## src/rtl/vcapPkg.sv

```systemverilog
package vcapPkg;
  typedef enum logic [1:0] {
    MODE_EXT  = 2'd0,
    MODE_EMB  = 2'd1,
    MODE_SLV  = 2'd2
  } vcapModeT;

  typedef struct packed {
    logic take;
    logic act;
    logic sof;
    logic even;
  } vcapStrobeT;
endpackage

```

## src/rtl/vcapDatapath.sv

```systemverilog
module vcapDatapath
  import vcapPkg::*;
#(
  parameter int LINES = 12,
  parameter int PIXW  = 10,
  parameter int WW    = $clog2(PIXW + 1),
  parameter int SW    = $clog2(LINES)
) (
  input  logic             clk,
  input  logic             rstN,
  input  logic [LINES-1:0] dataIn,
  input  logic [WW-1:0]    cfgWidth,
  input  logic [SW-1:0]    cfgShift,
  input  logic             cfgDataAct,
  input  vcapStrobeT       strobe,
  output logic [PIXW-1:0]  pixSel,
  output logic             pixValid,
  output logic [PIXW-1:0]  pixData,
  output logic             pixSof,
  output logic             pixEol,
  output logic             pixEven
);
  logic [LINES-1:0] dSync1, dSync2, shifted;
  logic [PIXW-1:0]  widthMask, rawPix;
  logic             pendValid, pendSof, pendEven;
  logic [PIXW-1:0]  pendData;

  always_ff @(posedge clk or negedge rstN) begin
    if (!rstN) begin
      dSync1 <= '0;
      dSync2 <= '0;
    end else begin
      dSync1 <= dataIn;
      dSync2 <= dSync1;
    end
  end

  always_comb begin
    for (int i = 0; i < PIXW; i++) begin
      widthMask[i] = (i < int'(cfgWidth));
    end
    shifted = dSync2 >> cfgShift;
    rawPix  = shifted[PIXW-1:0];
    pixSel  = (cfgDataAct ? rawPix : ~rawPix) & widthMask;
  end

  always_ff @(posedge clk or negedge rstN) begin
    if (!rstN) begin
      pendValid <= 1'b0;
      pendData  <= '0;
      pendSof   <= 1'b0;
      pendEven  <= 1'b0;
      pixValid  <= 1'b0;
      pixData   <= '0;
      pixSof    <= 1'b0;
      pixEol    <= 1'b0;
      pixEven   <= 1'b0;
    end else begin
      pixValid <= 1'b0;
      pixSof   <= 1'b0;
      pixEol   <= 1'b0;
      if (strobe.take) begin
        if (pendValid) begin
          pixValid <= 1'b1;
          pixData  <= pendData;
          pixSof   <= pendSof;
          pixEol   <= !strobe.act;
          pixEven  <= pendEven;
        end
        pendValid <= strobe.act;
        if (strobe.act) begin
          pendData <= pixSel;
          pendSof  <= strobe.sof;
          pendEven <= strobe.even;
        end
      end
    end
  end

  AST_VALID_PULSE: assert property (@(posedge clk) disable iff (!rstN)
    pixValid |=> !pixValid);

  AST_FLAGS_WITH_VALID: assert property (@(posedge clk) disable iff (!rstN)
    (pixSof || pixEol) |-> pixValid);

  AST_DATA_MASKED: assert property (@(posedge clk) disable iff (!rstN)
    (pixValid && $stable(cfgWidth)) |-> ((pixData & ~widthMask) == '0));
endmodule

```

## src/rtl/vcapCtrl.sv

```systemverilog
module vcapCtrl
  import vcapPkg::*;
#(
  parameter int PIXW = 10,
  parameter int CW   = 12
) (
  input  logic            clk,
  input  logic            rstN,
  input  logic            pclkIn,
  input  logic            hsyncIn,
  input  logic            vsyncIn,
  input  logic            fieldIn,
  input  logic [PIXW-1:0] pixSel,
  input  logic            cfgRiseEdge,
  input  logic            cfgHsAct,
  input  logic            cfgVsAct,
  input  logic            cfgSyncEn,
  input  logic            cfgEvenLvl,
  input  logic            cfgSlave,
  input  logic [CW-1:0]   cfgActPix,
  input  logic [CW-1:0]   cfgHBlank,
  input  logic [CW-1:0]   cfgActLines,
  input  logic [CW-1:0]   cfgVBlank,
  output vcapStrobeT      strobe,
  output logic            hsyncOut,
  output logic            vsyncOut
);
  localparam int CODEW = 8;

  logic pc1, pc2, pc3, hs1, hs2, vs1, vs2, fd1, fd2;
  logic take, hsA, vsA, isFF, isZero;
  logic [CODEW-1:0] codeByte;
  vcapModeT mode;
  logic [1:0] preState;
  logic inVid, fieldF, sofPend, setSof;
  logic [CW-1:0] hCnt, vCnt;
  logic [CW:0] hLast, vLast;
  logic hBlankNow, vBlankNow;

  always_ff @(posedge clk or negedge rstN) begin
    if (!rstN) begin
      {pc1, pc2, pc3, hs1, hs2, vs1, vs2, fd1, fd2} <= '0;
    end else begin
      pc1 <= pclkIn;  pc2 <= pc1;  pc3 <= pc2;
      hs1 <= hsyncIn; hs2 <= hs1;
      vs1 <= vsyncIn; vs2 <= vs1;
      fd1 <= fieldIn; fd2 <= fd1;
    end
  end

  assign take     = (pc2 != pc3) && (pc2 == cfgRiseEdge);
  assign hsA      = (hs2 == cfgHsAct);
  assign vsA      = (vs2 == cfgVsAct);
  assign codeByte = pixSel[CODEW-1:0];
  assign isFF     = (codeByte == 8'hFF);
  assign isZero   = (codeByte == 8'h00);
  assign mode     = cfgSlave ? MODE_SLV : (cfgSyncEn ? MODE_EXT : MODE_EMB);
  assign hLast    = {1'b0, cfgActPix} + {1'b0, cfgHBlank} - 1'b1;
  assign vLast    = {1'b0, cfgActLines} + {1'b0, cfgVBlank} - 1'b1;
  assign hBlankNow = (hCnt >= cfgActPix);
  assign vBlankNow = (vCnt >= cfgActLines);

  always_comb begin
    strobe.take = take;
    strobe.act  = 1'b0;
    strobe.sof  = 1'b0;
    strobe.even = (fd2 == cfgEvenLvl);
    setSof      = 1'b0;
    unique case (mode)
      MODE_SLV: begin
        strobe.act = !hBlankNow && !vBlankNow;
        strobe.sof = strobe.act && (hCnt == '0) && (vCnt == '0);
      end
      MODE_EXT: begin
        strobe.act = !hsA && !vsA;
        strobe.sof = strobe.act && sofPend;
        setSof     = vsA;
      end
      default: begin
        strobe.act  = inVid && (preState == 2'd0) && !isFF;
        strobe.sof  = strobe.act && sofPend;
        strobe.even = fieldF;
        setSof      = (preState == 2'd3) && codeByte[5];
      end
    endcase
  end

  always_ff @(posedge clk or negedge rstN) begin
    if (!rstN) begin
      sofPend  <= 1'b0;
      preState <= 2'd0;
      inVid    <= 1'b0;
      fieldF   <= 1'b0;
    end else if (take) begin
      if (setSof)          sofPend <= 1'b1;
      else if (strobe.act) sofPend <= 1'b0;
      if (mode == MODE_EMB) begin
        unique case (preState)
          2'd0:    preState <= isFF ? 2'd1 : 2'd0;
          2'd1:    preState <= isZero ? 2'd2 : (isFF ? 2'd1 : 2'd0);
          2'd2:    preState <= isZero ? 2'd3 : (isFF ? 2'd1 : 2'd0);
          default: preState <= 2'd0;
        endcase
        if (preState == 2'd3) begin
          inVid  <= !codeByte[4] && !codeByte[5];
          fieldF <= codeByte[6];
        end else if (isFF) begin
          inVid <= 1'b0;
        end
      end
    end
  end

  always_ff @(posedge clk or negedge rstN) begin
    if (!rstN) begin
      hCnt <= '0;
      vCnt <= '0;
    end else if (!cfgSlave) begin
      hCnt <= '0;
      vCnt <= '0;
    end else if (take) begin
      if ({1'b0, hCnt} >= hLast) begin
        hCnt <= '0;
        vCnt <= ({1'b0, vCnt} >= vLast) ? '0 : vCnt + 1'b1;
      end else begin
        hCnt <= hCnt + 1'b1;
      end
    end
  end

  assign hsyncOut = (cfgSlave && hBlankNow) ? cfgHsAct : !cfgHsAct;
  assign vsyncOut = (cfgSlave && vBlankNow) ? cfgVsAct : !cfgVsAct;

  AST_SLAVE_SYNC_HOLD: assert property (@(posedge clk) disable iff (!rstN)
    (cfgSlave && !take) |=> (!cfgSlave || !$stable(cfgActPix) || !$stable(cfgHsAct)
                             || $stable(hsyncOut)));
endmodule

```

## src/rtl/vidCapture.sv

```systemverilog
module vidCapture
  import vcapPkg::*;
#(
  parameter int LINES = 12,
  parameter int PIXW  = 10,
  parameter int CW    = 12,
  localparam int WW   = $clog2(PIXW + 1),
  localparam int SW   = $clog2(LINES)
) (
  input  logic             clk,
  input  logic             rstN,
  input  logic             pclkIn,
  input  logic [LINES-1:0] dataIn,
  input  logic             hsyncIn,
  input  logic             vsyncIn,
  input  logic             fieldIn,
  input  logic [WW-1:0]    cfgWidth,
  input  logic [SW-1:0]    cfgShift,
  input  logic             cfgRiseEdge,
  input  logic             cfgDataAct,
  input  logic             cfgHsAct,
  input  logic             cfgVsAct,
  input  logic             cfgSyncEn,
  input  logic             cfgEvenLvl,
  input  logic             cfgSlave,
  input  logic [CW-1:0]    cfgActPix,
  input  logic [CW-1:0]    cfgHBlank,
  input  logic [CW-1:0]    cfgActLines,
  input  logic [CW-1:0]    cfgVBlank,
  output logic             hsyncOut,
  output logic             vsyncOut,
  output logic             pixValid,
  output logic [PIXW-1:0]  pixData,
  output logic             pixSof,
  output logic             pixEol,
  output logic             pixEven
);
  vcapStrobeT      strobe;
  logic [PIXW-1:0] pixSel;

  vcapDatapath #(.LINES(LINES), .PIXW(PIXW), .WW(WW), .SW(SW)) uDatapath (
    .clk(clk), .rstN(rstN), .dataIn(dataIn), .cfgWidth(cfgWidth),
    .cfgShift(cfgShift), .cfgDataAct(cfgDataAct), .strobe(strobe),
    .pixSel(pixSel), .pixValid(pixValid), .pixData(pixData),
    .pixSof(pixSof), .pixEol(pixEol), .pixEven(pixEven)
  );

  vcapCtrl #(.PIXW(PIXW), .CW(CW)) uCtrl (
    .clk(clk), .rstN(rstN), .pclkIn(pclkIn), .hsyncIn(hsyncIn),
    .vsyncIn(vsyncIn), .fieldIn(fieldIn), .pixSel(pixSel),
    .cfgRiseEdge(cfgRiseEdge), .cfgHsAct(cfgHsAct), .cfgVsAct(cfgVsAct),
    .cfgSyncEn(cfgSyncEn), .cfgEvenLvl(cfgEvenLvl), .cfgSlave(cfgSlave),
    .cfgActPix(cfgActPix), .cfgHBlank(cfgHBlank), .cfgActLines(cfgActLines),
    .cfgVBlank(cfgVBlank), .strobe(strobe), .hsyncOut(hsyncOut),
    .vsyncOut(vsyncOut)
  );

  AST_EMB_NO_FF: assert property (@(posedge clk) disable iff (!rstN)
    (pixValid && !cfgSlave && !cfgSyncEn && $stable(cfgSyncEn) && $stable(cfgSlave)
     && (cfgWidth >= 4'd8)) |-> (pixData[7:0] != 8'hFF));

  AST_MASTER_SYNC_IDLE: assert property (@(posedge clk) disable iff (!rstN)
    (!cfgSlave && $stable(cfgSlave)) |-> (hsyncOut != cfgHsAct && vsyncOut != cfgVsAct));
endmodule

```

## config.mk

```make
export PLATFORM = sky130hd
export DESIGN_NAME = vidCapture
export DESIGN_NICKNAME = d
export VERILOG_FILES = /design/src/rtl/vcapPkg.sv /design/src/rtl/vcapDatapath.sv /design/src/rtl/vcapCtrl.sv /design/src/rtl/vidCapture.sv
export SDC_FILE = /design/constraint.sdc
export NUM_CORES = 1
export LEC_CHECK = 0
export ABC_AREA = 1
export ABC_CLOCK_PERIOD_IN_PS = 2200
export BUFFER_PORTS_ARGS = -buffer_cell sky130_fd_sc_hd__buf_4
export CORE_UTILIZATION = 53
export DETAILED_ROUTE_END_ITERATION = 12
export GPL_ROUTABILITY_DRIVEN = 0
export GPL_TIMING_DRIVEN = 0
export PLACE_DENSITY = 0.77
export SLEW_MARGIN = 20
export SYNTH_ARGS = -nofsm -noshare
export SYNTH_HDL_FRONTEND = slang
export SYNTH_SLANG_ARGS = --single-unit
```

## constraint.sdc

```tcl
create_clock -name clk -period 2.2 [get_ports clk]
set_clock_uncertainty 0.2 [all_clocks]
set_input_delay 0.22 -clock clk [delete_from_list [all_inputs] [get_ports clk]]
set_output_delay 0.22 -clock clk [all_outputs]
set_load 0.05 [all_outputs]
```

==> run metrics <==
status=finished, violations left; failing checks=negative setup slack; VDD IR max=between 0.0004 and 0.0005 V; WP buf/inv=6; Clock Pin Slew Worst Setup and Hold Paths=~70 ps; Top Usage Layer GRT=met2; synthesized netlist cell count=about 960; adder-cell share of the synthesized area=~18%; Post-synth top flop=dfrtp_1; met1 Use GR=30.3%; post-DP HPWL=approximately 12000 um; Slew headroom=a little under half; Final Hold Vio Count=0; worst reg-to-reg path cell count=8; share of cells above drive strength 1=between 20% and 30%; GR Overflow Total=0; gr usage total=23.6%; min-delay worst type=in -> reg; initial DRC count=~430; Setup Viol. Count Final=40; number of max-cap violations=0; Slowest cell on crit path=fa_2; Register Area=0.00224 mm^2; Multi-input gate area=0.00460 mm^2; crit-path max FO=5; DIE WIDTH=between 100 and 150 um; Avg Inst Size Synth=~7.4 um^2; TritonRoute pass-1 iters=5; Area Growth Syn to Fin=34.6%; Simple-Gate Fraction of Synth Area=between 20% and 30%; Port Buffers=95; remaining antenna violation count=0; largest family of logic cells by synthesized area=simple AND/OR/NAND/NOR gates; cell row count=41; min cycle time layout=~3200 ps; TritonCTS Buffers=9; top cells by area, synth=dfrtp_1 31%, ha_1 17%, nand2_1 12%; Worst Setup Start Kind=input pin; die area=~0.014 mm^2; antenna violations before repair=0; Synth Net Count=approximately 1100; post-synth top area share=about a third; Top delay family on crit path=simple AND/OR/NAND/NOR gates; worst-margin pin slew=801 ps; Seq/Total Area, Yosys=31.4%; synth warn=0; Starting Density=55.4%; Stages on worst setup path=31; nets=1316; multiplexer share of the synthesized area=less than 1%; vias=around 7000; Worst Setup End Kind=flop; Yosys cell types=between 40 and 50; I/O pin cnt=97; leakage power=between 0.005 and 0.006 uW; first-pass GRT wire length=about 27000 um; buffer levels on the longest clock path=2; critical path data arrival time=~3300 ps; Worst Path Required=between 2000 and 2500 ps; Synth area leader=dfrtp_1; Total Power=approximately 5800 uW; unrepaired setup endpoints after global routing=yes; most frequent cell after synthesis=nand2_1; P per Cell Area=about 610 mW/mm^2; post-synthesis compound-gate area fraction=under 10%; Synth Area in XOR/XNOR=4.07%; Crit Path Class=in -> reg; Tcrit/Tclk final=147%; Layout fillers=a little over 900; ys async rst share=between 90% and 100%; cell area after synthesis=between 0.007 and 0.008 mm^2; Peak Freq=between 0.3 and 0.4 GHz; Synth top cells by count=235 x nand2_1, 171 x inv_1, 98 x ha_1; Sink Count=89; core box area=around 0.013 mm^2; number of antenna diodes=0; M2 GR Usage=between 40 and 50%; WHS=51.2 ps; vias in the first global route=6060; TritonCTS clock tree=built; Hold Path Stages=3; Worst-Skew Late Latency=between 300 and 400 ps; Root Buffer=clkbuf_16; met3 GRT Util=around 4.0%; drc violations=0; vias per inst=roughly 5.2; Slew Viols, Final=0; H-tree Lvls=3; largest net degree at the start of global routing=90; flops & latches, synth=89; die height=approximately 120 um; DR WL/cell=around 13 um; number of flops mapped to enable cells by yosys=0; Crit path largest cell delay=340 ps; Final WS setup=-1030 ps; most used cell, CP=nand2_1; Post-Route WL=~17000 um; Place WS=-1490 ps
-- worst min-delay path, stage by stage --
cell	delay, ps
buf_4	130
nand3_1	120
o21ai_1	80
-- cells in the final DEF (no fill, tap or decap), types with 3 or more instances in the layout --
cell / n
nand4_1: 13
dfrtp_2: 14
o21ai_0: 15
o211ai_1: 4
a31oi_1: 3
a21oi_1: 35
inv_4: 5
nand2_4: 7
nor2_1: 47
nand2_2: 33
xor2_1: 20
buf_6: 15
nand3_2: 8
nor4_1: 3
xnor2_1: 11
buf_12: 4
nand2_1: 210
nand3_1: 68
clkbuf_16: 10
ha_1: 82
clkbuf_1: 6
nor2_2: 7
a21o_1: 4
buf_4: 135
o21ai_2: 12
o21ai_1: 10
nor2_4: 3
a21oi_2: 15
nand3b_1: 14
ha_4: 14
dlygate4sd3_1: 17
inv_1: 154
dfrtp_1: 75
inv_2: 14
nor3_1: 12
-- sequential cells by signal, summed over array words and instances, names as in the netlist, 2 cells and up --
| register | count |
|---|---|
| uDatapath.dSync2 | 12 |
| uDatapath.pixData | 10 |
| uDatapath.pendData | 10 |
| uCtrl.vCnt | 12 |
| uDatapath.dSync1 | 12 |
| uCtrl.preState | 2 |
| uCtrl.hCnt | 12 |
-- cell type report --
type | instances | area share, %
Tap cell | 172 | 2.25
Multi-Input combinational cell | 676 | 48.2
Timing Repair Buffer | 166 | 14.6
Sequential cell | 89 | 23.5
Clock buffer | 9 | 2.36
Buffer | 17 | 1.37
Inverter | 176 | 7.17
Clock inverter | 7 | 0.628
-- layer usage --
layer / vias up / wire, um
li1: 3428 / -
met5: - / 0
met2: 165 / 8550
met3: 34 / 776
met4: 0 / 274
met1: 3184 / 7340
-- kinds of logic (layout without fill, tap and decap cells) --
family	count (synthesis)	in the layout
simple gates	432	432
buf+inv	194	375
compound gates	110	110
fa+ha+maj	100	100
flops	89	89
xor+xnor	33	33
mux	1	1
-- metrics by stage --
step / instance area, um^2 / utilization [%] / cells / setup TNS, ps
after floorplan: 7220 / - / 959 / -23120
after global placement: 8150 / 63.6 / 1226 / -37170
after detailed placement: 8150 / 63.6 / 1226 / -37720
after CTS: 9100 / 71.0 / 1284 / -24620
after global routing: 9560 / 74.5 / 1312 / -32720
final: 9560 / 74.5 / 1312 / -26740
-- repair_timing --
action,4_1_cts,5_1_grt
hold buffers,17,0
setup endpoints to repair,40,42
hold endpoints to repair,105,0
cloned,2,1
setup buffers,24,30
gates resized for setup,67,71
pin swaps,57,35
-- where the power goes --
part | internal [uW] | leakage [uW] | switching [uW] | total [uW]
registers | 1830 | 0.00111 | 122 | 1950
logic | 992 | 0.00381 | 1350 | 2340
clock network | 788 | 0.000136 | 711 | 1500
-- final timing paths --
check,start,end,slack [ps]
hold / removal,cfgWidth[3],uDatapath.pendData[9],50
setup / recovery,cfgActPix[1],uCtrl.vCnt[3],-1030
min in group asynchronous,rstN,uDatapath.dSync2[3],270
max in group asynchronous,rstN,uCtrl.vCnt[2],900
hold reg to reg,uDatapath.dSync1[3],uDatapath.dSync2[3],150
setup reg to reg,uCtrl.pc3,uCtrl.vCnt[7],-510
Power figures use the tool's default switching activity.
